[src/rtl/rxbd_pkg.sv]
package rxbd_pkg;

  // status bit positions as vector indices (bit 0 of the word is index 15)
  localparam int unsigned SB_OWN   = 15;
  localparam int unsigned SB_WRAP  = 13;
  localparam int unsigned SB_INT   = 12;
  localparam int unsigned SB_LAST  = 11;
  localparam int unsigned SB_FIRST = 10;
  localparam int unsigned SB_LG    = 5;
  localparam int unsigned SB_NO    = 4;
  localparam int unsigned SB_AB    = 3;
  localparam int unsigned SB_CR    = 2;

  // bits copied through from the fetched status word: wrap, int, two user bits
  localparam logic [15:0] KEEP_MASK = 16'h3280;

  localparam logic [31:0] OFF_LEN  = 32'd2;
  localparam logic [31:0] OFF_PHI  = 32'd4;
  localparam logic [31:0] OFF_PLO  = 32'd6;
  localparam logic [31:0] DESC_SZ  = 32'd8;

  typedef enum logic [3:0] {
    S_IDLE, S_RD_ST, S_POLL, S_RD_PHI, S_RD_PLO,
    S_DATA, S_WR_BYTE, S_WR_LEN, S_WR_ST, S_HALT
  } eng_state_e;

  typedef struct packed {
    logic lg;
    logic no;
    logic ab;
    logic cr;
  } frm_err_t;

  function automatic logic [15:0] pack_status(input logic [15:0] fetched,
                                              input logic is_last,
                                              input logic is_first,
                                              input frm_err_t err);
    logic [15:0] w;
    w = fetched & KEEP_MASK;
    w[SB_LAST]  = is_last;
    w[SB_FIRST] = is_first;
    w[SB_LG]    = is_last & err.lg;
    w[SB_NO]    = is_last & err.no;
    w[SB_AB]    = is_last & err.ab;
    w[SB_CR]    = is_last & err.cr;
    return w;
  endfunction

  // big-endian lane select: even byte address uses the upper lane
  function automatic logic [1:0] lane_of(input logic addr_lsb);
    return addr_lsb ? 2'b01 : 2'b10;
  endfunction

  function automatic logic [31:0] next_desc(input logic [31:0] cur,
                                            input logic [31:0] base,
                                            input logic wrap);
    return wrap ? base : cur + DESC_SZ;
  endfunction

endpackage

[src/rtl/rxbd_ring_ptr.sv]
module rxbd_ring_ptr
  import rxbd_pkg::*;
#(
  parameter int unsigned AW = 32
) (
  input  logic          clk,
  input  logic          rst_n,
  input  logic [AW-1:0] base,
  input  logic          load,
  input  logic          advance,
  input  logic          wrap,
  input  logic          stall,
  output logic [AW-1:0] desc_addr,
  output logic          at_base
);

  always_ff @(posedge clk or negedge rst_n) begin
    if (!rst_n)       desc_addr <= '0;
    else if (load)    desc_addr <= base;
    else if (advance) desc_addr <= AW'(next_desc(32'(desc_addr), 32'(base), wrap));
  end

  assign at_base = (desc_addr == base);

  p_wrap_to_base_r4: assert property (@(posedge clk) disable iff (!rst_n)
    (advance && wrap && !load) |=> (desc_addr == $past(base)));

  p_step_eight_r4: assert property (@(posedge clk) disable iff (!rst_n)
    (advance && !wrap && !load) |=> (desc_addr == $past(desc_addr) + AW'(8)));

  p_hold_while_owned_r2: assert property (@(posedge clk) disable iff (!rst_n)
    stall |=> $stable(desc_addr));

endmodule

[src/rtl/rxbd_counters.sv]
module rxbd_counters #(
  parameter int unsigned LW = 16
) (
  input  logic          clk,
  input  logic          rst_n,
  input  logic          clr_buf,
  input  logic          clr_frame,
  input  logic          inc,
  input  logic [LW-1:0] max_len,
  output logic [LW-1:0] buf_cnt,
  output logic [LW-1:0] frame_cnt,
  output logic          full_next
);

  always_ff @(posedge clk or negedge rst_n) begin
    if (!rst_n)       buf_cnt <= '0;
    else if (clr_buf) buf_cnt <= '0;
    else if (inc)     buf_cnt <= buf_cnt + LW'(1);
  end

  always_ff @(posedge clk or negedge rst_n) begin
    if (!rst_n)         frame_cnt <= '0;
    else if (clr_frame) frame_cnt <= '0;
    else if (inc)       frame_cnt <= frame_cnt + LW'(1);
  end

  // the byte being stored now is the one that fills the buffer
  assign full_next = ((buf_cnt + LW'(1)) == max_len);

  p_buf_bound_r5: assert property (@(posedge clk) disable iff (!rst_n)
    (max_len != '0 && $stable(max_len)) |-> (buf_cnt <= max_len));

  p_frame_covers_buf_r6: assert property (@(posedge clk) disable iff (!rst_n)
    inc |=> (frame_cnt >= buf_cnt));

endmodule

[src/rtl/rxbd_ring_engine.sv]
module rxbd_ring_engine
  import rxbd_pkg::*;
#(
  parameter int unsigned AW       = 32,
  parameter int unsigned LW       = 16,
  parameter int unsigned POLL_GAP = 4
) (
  input  logic          clk,
  input  logic          rst_n,
  input  logic          cfg_enable,
  input  logic [AW-1:0] cfg_ring_base,
  input  logic [LW-1:0] cfg_max_len,
  input  logic          rx_valid,
  output logic          rx_ready,
  input  logic [7:0]    rx_data,
  input  logic          rx_last,
  input  logic [3:0]    rx_err,
  output logic          mem_req,
  output logic          mem_we,
  output logic [1:0]    mem_be,
  output logic [AW-1:0] mem_addr,
  output logic [15:0]   mem_wdata,
  input  logic [15:0]   mem_rdata,
  input  logic          mem_ack,
  output logic          evt_buf_used,
  output logic          evt_frame_rx,
  output logic          cfg_err
);

  localparam int unsigned PW = (POLL_GAP < 2) ? 1 : $clog2(POLL_GAP + 1);

  eng_state_e     state_q;
  logic [15:0]    stat_q;
  logic [AW-1:0]  bptr_q;
  logic [7:0]     byte_q;
  logic           last_q;
  frm_err_t       err_q;
  logic           cont_q;     // current buffer continues an open frame
  logic           len_done_q; // length word of current buffer written
  logic [PW-1:0]  poll_q;

  logic [AW-1:0]  desc_addr;
  logic           at_base;
  logic [LW-1:0]  buf_cnt, frame_cnt;
  logic           full_next;

  // named events for the checks
  logic beat_take;
  logic st_fetch_ack;
  logic owned_by_sw;
  logic ring_too_short;
  logic byte_commit;
  logic len_commit;
  logic st_commit;
  logic buf_close;
  logic [AW-1:0] byte_addr;
  logic [LW-1:0] len_word;

  assign beat_take      = (state_q == S_DATA) && rx_valid;
  assign st_fetch_ack   = (state_q == S_RD_ST) && mem_ack;
  assign owned_by_sw    = st_fetch_ack && !mem_rdata[SB_OWN];
  assign ring_too_short = st_fetch_ack && mem_rdata[SB_OWN] && at_base && mem_rdata[SB_WRAP];
  assign byte_commit    = (state_q == S_WR_BYTE) && mem_ack;
  assign len_commit     = (state_q == S_WR_LEN) && mem_ack;
  assign st_commit      = (state_q == S_WR_ST) && mem_ack;
  assign buf_close      = byte_commit && (last_q || full_next);
  assign byte_addr      = bptr_q + AW'(buf_cnt);
  assign len_word       = last_q ? frame_cnt + LW'(0) : buf_cnt;

  rxbd_ring_ptr #(.AW(AW)) u_ring (
    .clk       (clk),
    .rst_n     (rst_n),
    .base      (cfg_ring_base),
    .load      ((state_q == S_IDLE) && cfg_enable),
    .advance   (st_commit),
    .wrap      (stat_q[SB_WRAP]),
    .stall     (state_q == S_POLL),
    .desc_addr (desc_addr),
    .at_base   (at_base)
  );

  rxbd_counters #(.LW(LW)) u_cnt (
    .clk       (clk),
    .rst_n     (rst_n),
    .clr_buf   ((state_q == S_RD_PLO) && mem_ack),
    .clr_frame (st_commit && last_q),
    .inc       (byte_commit),
    .max_len   (cfg_max_len),
    .buf_cnt   (buf_cnt),
    .frame_cnt (frame_cnt),
    .full_next (full_next)
  );

  // state machine
  always_ff @(posedge clk or negedge rst_n) begin
    if (!rst_n) begin
      state_q    <= S_IDLE;
      stat_q     <= '0;
      bptr_q     <= '0;
      byte_q     <= '0;
      last_q     <= 1'b0;
      err_q      <= '0;
      cont_q     <= 1'b0;
      len_done_q <= 1'b0;
      poll_q     <= '0;
    end else begin
      case (state_q)
        S_IDLE: begin
          if (cfg_enable) begin
            cont_q  <= 1'b0;
            state_q <= (cfg_max_len == '0) ? S_HALT : S_RD_ST;
          end
        end
        S_RD_ST: begin
          if (mem_ack) begin
            stat_q <= mem_rdata;
            if (!mem_rdata[SB_OWN]) begin
              poll_q  <= PW'(POLL_GAP);
              state_q <= S_POLL;
            end else if (ring_too_short) begin
              state_q <= S_HALT;
            end else begin
              state_q <= S_RD_PHI;
            end
          end
        end
        S_POLL: begin
          if (poll_q == '0) state_q <= S_RD_ST;
          else              poll_q  <= poll_q - PW'(1);
        end
        S_RD_PHI: begin
          if (mem_ack) begin
            bptr_q[AW-1:16] <= mem_rdata[AW-17:0];
            state_q         <= S_RD_PLO;
          end
        end
        S_RD_PLO: begin
          if (mem_ack) begin
            bptr_q[15:0] <= mem_rdata;
            len_done_q   <= 1'b0;
            state_q      <= S_DATA;
          end
        end
        S_DATA: begin
          if (rx_valid) begin
            byte_q  <= rx_data;
            last_q  <= rx_last;
            err_q   <= rx_last ? frm_err_t'(rx_err) : '0;
            state_q <= S_WR_BYTE;
          end
        end
        S_WR_BYTE: begin
          if (mem_ack) state_q <= (last_q || full_next) ? S_WR_LEN : S_DATA;
        end
        S_WR_LEN: begin
          if (mem_ack) begin
            len_done_q <= 1'b1;
            state_q    <= S_WR_ST;
          end
        end
        S_WR_ST: begin
          if (mem_ack) begin
            cont_q     <= !last_q;
            last_q     <= 1'b0;
            len_done_q <= 1'b0;
            state_q    <= S_RD_ST;
          end
        end
        S_HALT: begin
          if (!cfg_enable) state_q <= S_IDLE;
        end
        default: state_q <= S_IDLE;
      endcase
    end
  end

  // memory port
  always_comb begin
    mem_req   = 1'b0;
    mem_we    = 1'b0;
    mem_be    = 2'b11;
    mem_addr  = desc_addr;
    mem_wdata = '0;
    case (state_q)
      S_RD_ST:  mem_req = 1'b1;
      S_RD_PHI: begin
        mem_req  = 1'b1;
        mem_addr = desc_addr + AW'(OFF_PHI);
      end
      S_RD_PLO: begin
        mem_req  = 1'b1;
        mem_addr = desc_addr + AW'(OFF_PLO);
      end
      S_WR_BYTE: begin
        mem_req   = 1'b1;
        mem_we    = 1'b1;
        mem_addr  = byte_addr;
        mem_be    = lane_of(byte_addr[0]);
        mem_wdata = {byte_q, byte_q};
      end
      S_WR_LEN: begin
        mem_req   = 1'b1;
        mem_we    = 1'b1;
        mem_addr  = desc_addr + AW'(OFF_LEN);
        mem_wdata = 16'(len_word);
      end
      S_WR_ST: begin
        mem_req   = 1'b1;
        mem_we    = 1'b1;
        mem_wdata = pack_status(stat_q, last_q, !cont_q, err_q);
      end
      default: ;
    endcase
  end

  assign rx_ready     = (state_q == S_DATA);
  assign evt_buf_used = st_commit && stat_q[SB_INT];
  assign evt_frame_rx = st_commit && last_q;
  assign cfg_err      = (state_q == S_HALT);

  p_req_hold_r1: assert property (@(posedge clk) disable iff (!rst_n)
    (mem_req && !mem_ack) |=> (mem_req && $stable(mem_addr) && $stable(mem_we) && $stable(mem_wdata)));

  p_no_take_when_owned_r2: assert property (@(posedge clk) disable iff (!rst_n)
    owned_by_sw |=> !rx_ready);

  p_len_then_status_r3: assert property (@(posedge clk) disable iff (!rst_n)
    st_commit |-> (len_done_q && !mem_wdata[SB_OWN]));

  p_close_to_len_r3: assert property (@(posedge clk) disable iff (!rst_n)
    buf_close |=> (state_q == S_WR_LEN));

  p_evt_on_release_r8: assert property (@(posedge clk) disable iff (!rst_n)
    (evt_buf_used || evt_frame_rx) |-> (mem_we && mem_ack && mem_addr == desc_addr));

  p_halt_quiet_r10: assert property (@(posedge clk) disable iff (!rst_n)
    cfg_err |-> (!rx_ready && !mem_req));

  p_reserved_zero_r9: assert property (@(posedge clk) disable iff (!rst_n)
    st_commit |-> ((mem_wdata & 16'h4143) == 16'h0000));

endmodule

[config.mk]
export PLATFORM = sky130hd
export DESIGN_NAME = rxbd_ring_engine
export DESIGN_NICKNAME = d
export VERILOG_FILES = /design/src/rtl/rxbd_pkg.sv /design/src/rtl/rxbd_ring_ptr.sv /design/src/rtl/rxbd_counters.sv /design/src/rtl/rxbd_ring_engine.sv
export SDC_FILE = /design/constraint.sdc
export NUM_CORES = 1
export LEC_CHECK = 0
export CORE_ASPECT_RATIO = 1.2
export CORE_MARGIN = 2
export CORE_UTILIZATION = 48
export CTS_BUF_LIST = sky130_fd_sc_hd__clkbuf_16
export DETAILED_ROUTE_END_ITERATION = 8
export MAX_ROUTING_LAYER = met4
export PLACE_DENSITY = 0.74
export SYNTH_ARGS = -nofsm -noshare
export SYNTH_HDL_FRONTEND = slang
export SYNTH_SLANG_ARGS = --single-unit
export TNS_END_PERCENT = 50
[constraint.sdc]
create_clock -name clk -period 2.94 [get_ports clk]
set_input_delay 0.441 -clock clk [delete_from_list [all_inputs] [get_ports clk]]
set_output_delay 0.441 -clock clk [all_outputs]
set_load 0.01 [all_outputs]
==> reports/results.txt, run 1 <==
The net count of the finished layout is 1648. The post-layout minimum cycle time was 3.36 ns. For this design, the sink count on the clock tree is 121.

The synthesized design spends more area on one cell type than any other, namely sky130_fd_sc_hd__dfrtp_1. For the utilization of the core after routing, the log shows 70.7%. Row generation in the floorplan step produced 57 rows. For the largest net degree at the start of global routing, the log shows 62. The combined area of the multi-input logic cells was 0.00688 mm2; the first-pass GRT wire length was 59700 um. The synthesized design devotes to its leading area cell type 30.8% of total area. TritonCTS built the clock tree. The tools report the length of the first detailed-routing pass in iterations as 5. The tools report the launching element type of the critical path as a flip-flop. For the initial antenna violation count, the log shows 0. The final reports fail on setup timing. The top cell types in the final layout, fill and taps aside, are 237 x sky130_fd_sc_hd__buf_4, 125 x sky130_fd_sc_hd__nand2_1, 118 x sky130_fd_sc_hd__dfrtp_1. The internal power contribution was 7670 uW; the residual antenna-violating net count after detailed routing was 0. Measured in cells, the most critical reg-to-reg path has a length of 9. The critical path in this run is classified as reg -> out.

The final routed wire length divided by cell count works out to 21.2 um. The root buffer cell is sky130_fd_sc_hd__clkbuf_16. For this configuration, the core starts out at a cell density of 48.8%.

In this run the tool buffered the top-level ports with 137 buffer cells. Along the worst path, the maximum fanout reaches 8. Number of storage elements in the synthesis netlist: 121.

The flow ran to the end, but the final reports show violations. The number of buffers and inverters on the critical path is 2. The clock reaches the later pin of the worst-skew pair after 0.43 ns. The clock passes through at most 2 buffers. The logs give 36.4% for the total global routing track utilization and 10900 for the via count of the first global-routing pass.

The total power was 13900 uW; the share of async-settable or async-resettable flops after synthesis was 100%. After layout, the worst path uses 114% of the clock period. Data on the critical path arrives at its endpoint at 2.92 ns. After global routing the overflow that remains totals 0.

The signal on the critical path passes through ha_2, inv_2, fa_2, nor2b_2, o31a_1, o2111ai_2, a21oi_2, o21ai_4, or4_1, nand3_1, buf_2. The run gives 29 as the number of endpoints failing setup at the final stage. The detailed router finished its first iteration with 901 violations. Setup repair after global routing could not meet its margin everywhere. The total CTS buffers is 17.

Among all flip-flop cells after synthesis, the most frequent one is sky130_fd_sc_hd__dfrtp_1. The number of violations of the max-capacitance limit was 0; the fraction of power consumed by sequential logic was 21.5%. The congestion estimate from routability-driven global placement came to 0.974. Static timing analysis puts the maximum clock frequency at 298 MHz. The number of endpoints with negative hold slack in the final report is 0. In this run the power spent charging and discharging nets is 6250 uW. Final number of max-transition violations: 0. Counting the fill cells in the layout gives 1613. The slew of the pin with the lowest slew margin was 0.602 ns. Among cell families on the critical path, the largest total delay comes from compound AO/OA/AOI/OAI gates. The number of standard cells after synthesis came out at 1206.

The number of nets handed over by synthesis was 1313. Sorting the synthesized cells by area gives the leading types as sky130_fd_sc_hd__dfrtp_1 31%, sky130_fd_sc_hd__o21ai_0 6.7%, sky130_fd_sc_hd__xor2_1 5.7%. The floorplan step defined a die boundary enclosing 0.0217 mm2. In the routed design, unresolved DRC markers number 0.

STA classifies the critical path endpoint as a primary output. Sink of the worst hold path: err_q[2]. Reg2reg setup slack: 0.37 ns. The endpoint identified for the worst register-to-register timing path is state_q[1].

The number of antenna diodes came out at 0. The largest single stage delay on the critical path is 0.40 ns. The analysis attributes to cell leakage a power of 0.00632 uW. The mean number of vias per cell came out at 6.21.

The run gives 0 as the count of synthesis-stage warnings from yosys. For this design, the slowest cell found on the critical path is sky130_fd_sc_hd__or4_1. In this run the tightest slew margin relative to its limit is 59.7%. Counting instances, the worst hold path has a depth of 2. Measured along the x axis, the die boundary spans 135 um. The run gives 16.2% as the power share of the clock group. The post-layout worst setup margin is -0.418 ns, and the switching part of the total is 44.9%. Hold path startpoint: err_q[2].

The region available for standard cell placement spans 0.0202 mm2. The synthesized design contains 0 enable-type register cells. Detailed placement ended at an HPWL of 29100 um.

The H-tree was split into 4 levels. The setup TNS was -6.71 ns; the part of the Yosys area used for sequential elements was 30.8%. The footprint of the flip-flops and latches came out at 0.00303 mm2. The die is 161 um tall. The launch instance of the worst register-to-register path was u_cnt.buf_cnt[0]. Clock-pin slew was measured on the worst setup and hold paths at 0.06 ns. The area growth from synthesis to layout is 45.1%. The logs give 0.0153 ns for the setup skew after layout and 11300 for the total via count in the routed design. IR analysis of the VDD net gives a maximum drop of 0.706 mV.

The tightest min-delay check is of the reg -> reg type. The number of primary I/O pins was 138. The total power divided by cell area works out to 976 mW/mm2. Yosys mapped the design onto 82 distinct sky130hd cell types. The library cell used most frequently in the layout, excluding fill and tap cells, is sky130_fd_sc_hd__buf_4. The run gives 62.3% as the logic gate share of total power.

Wires add up to 38600 um. STA puts the critical path data required time at 2.50 ns. The post-synthesis average cell area came out at 8.16 um2. Cells with a size suffix above 1 make up 29.9% of the layout.

Synthesized cell area: 0.00984 mm2.
-- registers in the layout, summed over array words and instances, names as in the netlist --
signal	cells
cont_q	1
u_cnt.buf_cnt	16
stat_q	4
bptr_q	32
last_q	1
poll_q	3
u_ring.desc_addr	32
byte_q	8
u_cnt.frame_cnt	16
state_q	4
err_q	4
-- worst reg2reg max path: stages, from the launching register on --
cell and delay [ns]:
sky130_fd_sc_hd__dfrtp_1 0.35, sky130_fd_sc_hd__buf_4 0.17, sky130_fd_sc_hd__ha_1 0.26, sky130_fd_sc_hd__nand2_1 0.10
sky130_fd_sc_hd__nor2_2 0.36, sky130_fd_sc_hd__nand3_1 0.22, sky130_fd_sc_hd__xnor2_1 0.19, sky130_fd_sc_hd__a2111oi_2 0.33
sky130_fd_sc_hd__nand4_1 0.13, sky130_fd_sc_hd__o31ai_1 0.35
-- Yosys cell counts, types with 25 or more instances --
master / number
sky130_fd_sc_hd__a21oi_1: 69
sky130_fd_sc_hd__nor2_1: 76
sky130_fd_sc_hd__nand4_1: 25
sky130_fd_sc_hd__o21ai_0: 131
sky130_fd_sc_hd__mux2_2: 38
sky130_fd_sc_hd__xnor2_1: 29
sky130_fd_sc_hd__nand2_1: 129
sky130_fd_sc_hd__clkbuf_1: 39
sky130_fd_sc_hd__inv_1: 25
sky130_fd_sc_hd__dfrtp_1: 121
sky130_fd_sc_hd__xor2_1: 64
sky130_fd_sc_hd__buf_2: 32
sky130_fd_sc_hd__nand3_1: 66
-- metal layers --
metal  GRT usage (%)  wire, um  up-vias
li1                -         -     5106
met1            44.7     15300     5469
met2            58.4     18700      569
met3            5.24      2510      153
met4            18.3      2190        0
met5               -         0        -
-- how the worst max path moves through the flow --
stage / cells past startpoint / startpoint / to
6_report: 11 / bptr_q[0] / mem_addr[18]
5_1_grt: 11 / bptr_q[0] / mem_addr[20]
4_1_cts: 12 / bptr_q[0] / mem_addr[14]
3_5_place_dp: 11 / bptr_q[0] / mem_addr[18]
3_3_place_gp: 11 / bptr_q[0] / mem_addr[20]
2_1_floorplan: 11 / state_q[2] / mem_addr[29]
-- cell type report --
class	count	share of cell area [%]
multi-input combinational	982	48.2
timing repair buffer	394	23.3
sequential	121	21.2
clock buffer	17	2.98
tap	265	2.32
clock inverter	15	1.31
inverter	25	0.675
-- cells by family (layout without fill, tap and decap cells) --
kind of cell    count (synthesis)  count (layout)  share of synthesized area, %
compound gates                350             350                          22.3
xor+xnor                       93              93                          8.28
fa+ha+maj                      25              25                          3.33
buf+inv                       103             451                          4.48
flops                         121             121                          30.8
mux                            67              67                          7.39
simple gates                  447             447                          23.4
-- power by group through the flow --
stage          sequential (uW)  clock [uW]  combinational, uW
2_1_floorplan             2660           0               4120
3_3_place_gp              2920           0               7850
3_5_place_dp              2930           0               7960
4_1_cts                   2950        2260               8270
5_1_grt                   3070        2340               9210
6_report                  3000        2250               8680
-- what timing repair did --
| action | 4_1_cts | 5_1_grt |
|---|---|---|
| setup endpoints to repair | 50 | 37 |
| gates cloned | 0 | 0 |
| setup buffers | 14 | 7 |
| endpoints found under the hold margin | 24 | 0 |
| pin swaps | 44 | 37 |
| gates resized for setup | 226 | 60 |
| hold buffers | 1 | 0 |
-- per-stage QoR --
stage          hold slack, ns  area (um2)  instances  setup slack (ns)
2_1_floorplan           0.145        9850       1206            0.0197
3_3_place_gp            0.432       13100       1774            -0.392
3_5_place_dp            0.439       13100       1774            -0.456
4_1_cts                 0.502       14000       1817            -0.460
5_1_grt                 0.525       14300       1819            -0.531
6_report                0.500       14300       1819            -0.418
Note: power is estimated with default switching activity, not from simulation.
==> run 2: changes to the inputs <==
--- a/config.mk
+++ b/config.mk
@@ -11,7 +11,8 @@
 export CTS_BUF_LIST = sky130_fd_sc_hd__clkbuf_16
 export DETAILED_ROUTE_END_ITERATION = 8
 export MAX_ROUTING_LAYER = met4
-export PLACE_DENSITY = 0.74
+export PLACE_DENSITY = 0.76
+export RECOVER_POWER = 100
 export SYNTH_ARGS = -nofsm -noshare
 export SYNTH_HDL_FRONTEND = slang
 export SYNTH_SLANG_ARGS = --single-unit
==> run 2 against run 1 <==
Effect of this change:
- sequential power barely moved
- final cell count increased by 0.16%
- clock skew decreased by 0.0057 ns
- critical path type unchanged
- critical path depth up 1
- power decreased by 1.4%
- the run ends with capacitance limit, slew limit, setup timing left
==> reports/results.txt, run 2 (synthesis gave the netlist of run 1 again) <==
The tools report the post-layout net count as 1651 (+0.18%). Path class of the lowest-slack min-delay path: reg -> reg. The switching power of the nets was 6230 uW (-0.43%).

The number of primary I/O pins is 138 (unchanged). The internal power contribution was 7500 uW (-2.3%). The hold buffer count at CTS was 0 (-1). The flow ran to the end, but the final reports show violations.

The starting utilization of the core area is 48.8% (unchanged), and the DRC violations left is 0 (unchanged). Most common cell after layout, fill and taps aside: sky130_fd_sc_hd__buf_4. In this run the critical register-to-register path is launched from state_q[2]. In this run the critical register-to-register path is captured at u_cnt.buf_cnt[15]. The total CTS buffers came out at 17 (unchanged). The critical path required time was 2.50 ns (about the same); the number of endpoints with negative hold slack in the final report was 0 (unchanged). The mean number of vias per cell came out at 6.28 (+1.2%). The logs give 0.42 ns (about the same) for the clock latency reported for the late side of the worst-skew pair and -0.561 ns (-0.143 ns) for the post-layout worst setup margin. The tools report the sink count of the clock tree as 121 (unchanged). The number of buffers inserted by port buffering is 137 (unchanged), and the first-pass GRT wire length is 59300 um (-0.73%). The final design instance area without fill was 0.0143 mm2 (+0.18%); the total via count in the routed design was 11500 (+1.4%). The number of cells on the worst reg-to-reg path was 11 (+2); the site row count was 57 (unchanged). TritonCTS built the clock tree.

The final number of max-transition violations is 122 (+122), and the global routing usage on met2 is 59.4% (+0.97 points). The largest fanout of any net on the critical path came out at 2 (-6). The layout filler cell count came out at 1560 (-3.3%). The met1 routing resource usage after global routing was 44.8% (+0.17 points).

The path with the worst hold slack has its endpoint at bptr_q[7]. The reg2reg setup slack was -0.19 ns (-0.56 ns). The tools report the launching element type of the critical path as a flip-flop.

The largest registers in the layout are bptr_q (32), u_ring.desc_addr (32). The final reports fail on capacitance limit, slew limit, setup timing. The tools report the static leakage power as 0.00623 uW (-1.5%).

Via count of the first global-routing pass: 10800 (-0.96%). The total cell area at the placement stage is 0.0129 mm2 (-1.5%). Power share of the clock group: 16.7% (+0.5 points). The worst hold path begins at bptr_q[7].

The final HPWL from detailed placement is 28400 um (-2.2%). The arrival time of the worst setup path is 3.06 ns (+0.14 ns), and the clock tree buffer depth is 2 (unchanged). The switching part of the total came out at 45.4% (+0.46 points). The most crowded layer after global routing is met2. The fraction of final layout cells with drive strength greater than 1 came out at 30.0% (+0.071 points).

The number of violations of the max-capacitance limit is 1 (+1), and the number of antenna diodes is 0 (unchanged). For the number of endpoints failing setup at the final stage, the log shows 66 (+130%). The top cell types in the final layout, fill and taps aside, are 218 x sky130_fd_sc_hd__buf_4, 123 x sky130_fd_sc_hd__nand2_1, 119 x sky130_fd_sc_hd__dfrtp_1. The combined area of the multi-input logic cells was 0.00700 mm2 (+1.7%); the routing usage on met3 was 4.61% (-0.63 points). For the total detailed-routing wirelength, the log shows 39700 um (+2.7%). The total power was 13700 uW (-1.4%); the cell count of the worst hold path was 1 (-1).

STA classifies the critical path endpoint as a primary output. The tools report the level count of the clock H-tree as 4 (unchanged). Maximum achievable frequency: 286 MHz (-4.1%). Setup repair after global routing could not meet its margin everywhere.

The worst supply voltage drop on vdd is 0.564 mV (-20%), and the area of the die is 0.0217 mm2 (unchanged). The post-layout minimum cycle time was 3.50 ns (+0.143 ns). The cell total after placement was 1753 (-1.2%).

The post-synthesis to final-layout area growth is 45.3%. The length of the first detailed-routing pass in iterations is 5 (unchanged). The violation count after the first detailed-routing iteration was 1199 (+33%). The relative max-transition margin was -16.3% (-76 points); the fraction of power consumed by sequential logic was 21.8% (+0.3 points).

The height of the die is 161 um (unchanged). The minimum hold slack came out at 0.495 ns (-0.00509 ns). The slew of the pin with the lowest slew margin was 1.74 ns (+1.14 ns). The initial antenna violation count came out at 0 (unchanged). The total global routing track utilization is 36.4% (about the same), and the clock transition at the register clock pins on the worst setup and hold paths after CTS is 0.06 ns (about the same).

The total core area was 0.0202 mm2 (unchanged); the global route total overflow was 0 (unchanged). The run gives 1822 (+0.16%) as the filler-free cell count of the finished design. The final routed wire length divided by cell count was 21.8 um (+2.5%). The residual antenna-violating net count after detailed routing is 0 (unchanged). The category of the critical setup timing path is reg -> out.

The footprint of the flip-flops and latches came out at 0.00303 mm2 (about the same). The total power divided by cell area is 960 mW/mm2 (-1.6%), and the global placer's final weighted congestion is 0.993 (+1.9%). The largest net degree at the start of global routing came out at 122 (+97%).

The logic gate share of total power is 61.5% (-0.8 points), and the die span in x is 135 um (unchanged). The share of the cycle needed by the critical path after routing was 119% (+4.9 points). Root buffer cell: sky130_fd_sc_hd__clkbuf_16. Utilization of the core after routing: 70.9% (+0.13 points). The setup skew after layout is 0.00958 ns (-0.00571 ns).
==> run 2: changes by cell type in the layout (fill, tap and decap cells not counted), moves of 5 or more <==
cell / before / now
sky130_fd_sc_hd__clkbuf_1: 0 / 11
sky130_fd_sc_hd__clkbuf_4: 0 / 6
sky130_fd_sc_hd__o21ai_2: 9 / 15
sky130_fd_sc_hd__buf_12: 5 / 0
sky130_fd_sc_hd__buf_4: 237 / 218
sky130_fd_sc_hd__dlygate4sd2_1: 14 / 19
sky130_fd_sc_hd__dlymetal6s2s_1: 6 / 1
sky130_fd_sc_hd__buf_6: 20 / 26
sky130_fd_sc_hd__o21ai_1: 23 / 15
==> run 2: worst max path at each step <==
stage | cells past startpoint | start | to | slack, ns
after global routing | 13 | bptr_q[0] | mem_addr[14] | -0.68
after floorplan | 11 | state_q[2] | mem_addr[29] | 0.02
final | 12 | u_cnt.buf_cnt[3] | mem_addr[14] | -0.56
after CTS | 12 | u_cnt.buf_cnt[0] | mem_addr[14] | -0.43
after global placement | 12 | bptr_q[0] | mem_addr[10] | -0.41
after detailed placement | 12 | bptr_q[0] | mem_addr[10] | -0.47
==> run 2: worst max-delay path: stages, from the launching register on <==
cell	delay [ns]
sky130_fd_sc_hd__dfrtp_1	0.44
sky130_fd_sc_hd__ha_4	0.28
sky130_fd_sc_hd__buf_4	0.13
sky130_fd_sc_hd__o21a_1	0.16
sky130_fd_sc_hd__o31a_1	0.13
sky130_fd_sc_hd__buf_6	0.13
sky130_fd_sc_hd__o2111ai_4	0.29
sky130_fd_sc_hd__buf_6	0.15
sky130_fd_sc_hd__a21boi_2	0.04
sky130_fd_sc_hd__o21a_1	0.20
sky130_fd_sc_hd__or3_1	0.33
sky130_fd_sc_hd__a31o_1	0.20
sky130_fd_sc_hd__buf_2	0.14
==> run 2: power by group through the flow <==
stage	Combinational (uW)	Sequential, uW	Clock, uW
final	8440	3000	2290
after global routing	8930	3070	2370
after CTS	8020	2950	2300
after detailed placement	7650	2920	0
after global placement	7550	2910	0
after floorplan	4120	2660	0
==> run 2: area by class of cell <==
type,instances,area share (%)
Multi-Input combinational cell,983,48.9
Timing Repair Buffer,396,22.5
Sequential cell,121,21.2
Clock buffer,17,2.97
Tap cell,265,2.32
Clock inverter,15,1.41
Inverter,25,0.674
==> run 2: routing by layer <==
| layer | wire length, um | vias up |
|---|---|---|
| met3 | 2980 | 174 |
| met2 | 19200 | 723 |
| met5 | 0 | - |
| met4 | 2270 | 0 |
| met1 | 15300 | 5442 |
| li1 | - | 5112 |
==> run 2: through the flow <==
step | TNS, ns | worst slack, ns
after global placement | -5.72 | -0.407
after CTS | -6.13 | -0.433
after global routing | -21.31 | -0.676
final | -11.99 | -0.561
after detailed placement | -7.16 | -0.467
after floorplan | 0 | 0.0197
==> run 2: what timing repair did <==
action	4_1_cts	5_1_grt
gates resized for setup	245	56
setup buffers	24	19
pin swaps	52	32
setup endpoints to repair	48	31
gates cloned	1	0
==> run 3: changes to the inputs <==
--- a/config.mk
+++ b/config.mk
@@ -16,4 +16,3 @@
 export SYNTH_ARGS = -nofsm -noshare
 export SYNTH_HDL_FRONTEND = slang
 export SYNTH_SLANG_ARGS = --single-unit
-export TNS_END_PERCENT = 50
==> run 3 against run 2 <==
Effect of this change:
- the flow still finishes with violations (capacitance limit, slew limit, setup timing)
- final area grew 0.66%
- flip-flop and latch count is the same
- clock skew grew 0.0020 ns
- via count grew 1.2%
==> reports/results.txt, run 3 (synthesis gave the netlist of run 1 again) <==
The run finished, with violations left. The checks that failed: capacitance limit, slew limit, setup timing. The footprint of the flip-flops and latches was 0.00303 mm2 (unchanged); the post-synthesis to final-layout area growth was 46.3%.

In this run the worst setup path terminates at mem_addr[14]. The clock latency reported for the late side of the worst-skew pair came out at 0.43 ns (about the same). The violation count after the first detailed-routing iteration was 1295 (+8.0%); the mean number of vias per cell was 6.33 (+0.67%). The tools report the filler-free cell count of the finished design as 1831 (+0.49%). The total power divided by cell area is 970 mW/mm2 (+1.1%). The tightest min-delay check is of the reg -> reg type. The run gives -0.432 ns (+0.129 ns) as the post-layout worst setup margin.

Leaving out fill and tap cells, the most frequent cells in the layout are 217 x sky130_fd_sc_hd__buf_4, 122 x sky130_fd_sc_hd__nand2_1, 119 x sky130_fd_sc_hd__dfrtp_1. The worst setup path is captured at a primary output. The met3 wire length is 2970 um (-0.47%), and the number of endpoints with negative hold slack in the final report is 0 (unchanged).

The fraction of final layout cells with drive strength greater than 1 is 30.5% (+0.55 points). The initial antenna violation count is 1 (+1). The largest fanout of any net on the critical path was 2 (unchanged).

Setup repair after global routing could not meet its margin everywhere. The post-layout minimum cycle time is 3.37 ns (-0.129 ns). The tree is rooted in a sky130_fd_sc_hd__clkbuf_16.

The destination of the worst register-to-register timing path was u_cnt.buf_cnt[2]. Largest net degree at the start of global routing: 122 (unchanged). DRC violations left: 0 (unchanged). Number of cells on the worst reg-to-reg path: 11 (unchanged). The logs give -14.7% (+1.6 points) for the relative max-transition margin and 297 MHz (+3.8%) for the maximum achievable frequency. The level count of the clock H-tree was 4 (unchanged); the setup TNS was -8.50 ns (+3.49 ns).

The run gives 0 (unchanged) as the global route total overflow. The final number of max-transition violations came out at 122 (unchanged). The met2 wirelength from detailed routing was 19500 um (+1.8%).

The reg2reg setup slack was -0.23 ns (-0.04 ns); the utilization of the core after routing was 71.3% (+0.47 points). STA classifies the critical path startpoint as a flip-flop. Site row count: 57 (unchanged). The area of the die came out at 0.0217 mm2 (unchanged). The total detailed-routing wirelength was 40400 um (+1.9%).

The tools report the residual antenna-violating net count after detailed routing as 0 (unchanged). The number of buffers inserted by port buffering was 137 (unchanged). The via count of the first global-routing pass was 10900 (+1.3%).

TritonCTS built the clock tree. For the hold buffer count at CTS, the log shows 0 (unchanged). The worst setup path startpoint is bptr_q[0]. The final routed wire length divided by cell count came out at 22.1 um (+1.4%).

The category of the critical setup timing path was reg -> out. The critical path required time was 2.50 ns (about the same); the power share of the clock group was 16.4% (-0.3 points). The global placer's final weighted congestion is 0.993 (unchanged). The die span in x came out at 135 um (unchanged). The sink count of the clock tree was 121 (unchanged); the layout filler cell count was 1570 (+0.64%).

For the switching power of the nets, the log shows 6370 uW (+2.2%). The uppermost metal layer occupied by signal nets is met4. The slew of the pin with the lowest slew margin came out at 1.72 ns (-0.0234 ns). The run gives 0.0202 mm2 (unchanged) as the total core area. The run gives 60500 um (+2.0%) as the first-pass GRT wire length. The run gives 2 (unchanged) as the clock tree buffer depth. The clock transition at the register clock pins on the worst setup and hold paths after CTS is 0.06 ns (about the same). Total global routing track utilization: 37.1% (+0.75 points). The length of the first detailed-routing pass in iterations is 5 (unchanged), and the total power is 14000 uW (+1.7%).

The most common cell after layout, fill and taps aside is sky130_fd_sc_hd__buf_4. The number of violations of the max-capacitance limit was 1 (unchanged). The fraction of power consumed by sequential logic was 21.5% (-0.3 points); the starting utilization of the core area was 48.8% (unchanged). The tools report the total CTS buffers as 17 (unchanged).

The tools report the internal power contribution as 7600 uW (+1.3%). The largest registers in the layout are bptr_q (32), u_ring.desc_addr (32). The final HPWL from detailed placement is 28400 um (unchanged).

The run gives 1659 (+0.48%) as the post-layout net count. The total via count in the routed design was 11600 (+1.2%). In this run the critical register-to-register path is launched from state_q[3]. The run gives 0.667 mV (+18%) as the worst supply voltage drop on vdd. The number of primary I/O pins is 138 (unchanged), and the combined area of the multi-input logic cells is 0.00704 mm2 (+0.52%).

The tools report the arrival time of the worst setup path as 2.93 ns (-0.13 ns). The setup skew after layout is 0.0116 ns (+0.00198 ns), and the share of the cycle needed by the critical path after routing is 115% (-4.4 points). The number of endpoints failing setup at the final stage is 47 (-29%). The logic gate share of total power was 62.1% (+0.6 points). The static leakage power was 0.00629 uW (+1.1%); the height of the die was 161 um (unchanged). The switching part of the total came out at 45.6% (+0.22 points). The wire length on met1 came out at 15500 um (+1.3%). The cell total after placement was 1753 (unchanged).
==> run 3: cell types whose count changed in the layout (fill, tap and decap cells not counted), moves of 3 or more <==
| cell | delta |
|---|---|
| sky130_fd_sc_hd__clkbuf_4 | -3 |
| sky130_fd_sc_hd__buf_6 | +4 |
| sky130_fd_sc_hd__clkdlybuf4s50_1 | -3 |
| sky130_fd_sc_hd__clkbuf_1 | +6 |
| sky130_fd_sc_hd__nor2_2 | +3 |
| sky130_fd_sc_hd__nand3_2 | -3 |
| sky130_fd_sc_hd__buf_2 | +3 |
| sky130_fd_sc_hd__a21oi_2 | +3 |
==> run 3: worst min-delay path by stage <==
stage,start,end,slack [ns],cells after the start
5_1_grt,bptr_q[7],bptr_q[7],0.52,1
6_report,bptr_q[9],bptr_q[9],0.50,1
4_1_cts,rst_n,bptr_q[26],0.15,2
2_1_floorplan,rst_n,bptr_q[0],0.15,0
3_5_place_dp,bptr_q[9],bptr_q[9],0.48,1
3_3_place_gp,err_q[2],err_q[2],0.47,2
==> run 3: layout make-up <==
class | count | share of cell area [%]
antenna | 1 | 0.0174
clock buffer | 17 | 2.95
clock inverter | 15 | 1.40
inverter | 25 | 0.669
multi-input combinational | 983 | 48.9
sequential | 121 | 21.0
tap | 265 | 2.30
timing repair buffer | 404 | 22.7
==> run 3: power by group through the flow <==
stage | registers [uW] | clock network, uW | logic [uW]
finish | 3000 | 2290 | 8680
global route | 3070 | 2370 | 9140
CTS | 2960 | 2300 | 8130
detailed placement | 2920 | 0 | 7650
global placement | 2910 | 0 | 7550
floorplan | 2660 | 0 | 4120
==> run 3: worst max-delay path, cell delays in order, from the launching register on <==
cell and delay [ns]:
sky130_fd_sc_hd__dfrtp_1 0.38, sky130_fd_sc_hd__ha_2 0.19, sky130_fd_sc_hd__inv_2 0.05, sky130_fd_sc_hd__fa_2 0.21, sky130_fd_sc_hd__nor2b_2 0.06, sky130_fd_sc_hd__o31a_1 0.29
sky130_fd_sc_hd__o2111ai_2 0.27, sky130_fd_sc_hd__buf_4 0.18, sky130_fd_sc_hd__a21boi_2 0.05, sky130_fd_sc_hd__o21a_1 0.18, sky130_fd_sc_hd__or3_1 0.30, sky130_fd_sc_hd__a31o_1 0.21
sky130_fd_sc_hd__buf_2 0.15
==> run 3: what timing repair did <==
action / 4_1_cts / 5_1_grt
gates cloned: 2 / 0
endpoints found under the setup margin: 48 / 32
gates resized for setup: 260 / 64
buffers inserted: 27 / 28
pin swaps: 58 / 53
==> run 3: routing by layer <==
metal	track usage, %	up-vias
met3	5.43	181
met5	-	-
met4	18.4	0
li1	-	5135
met1	45.1	5546
met2	60.1	723
==> run 3: through the flow <==
step	hold slack (ns)	worst slack, ns	cell area [um2]
floorplan	0.145	0.0197	9850
global placement	0.474	-0.407	12900
detailed placement	0.484	-0.467	12900
CTS	0.146	-0.433	14100
global route	0.519	-0.536	14400
finish	0.495	-0.432	14400
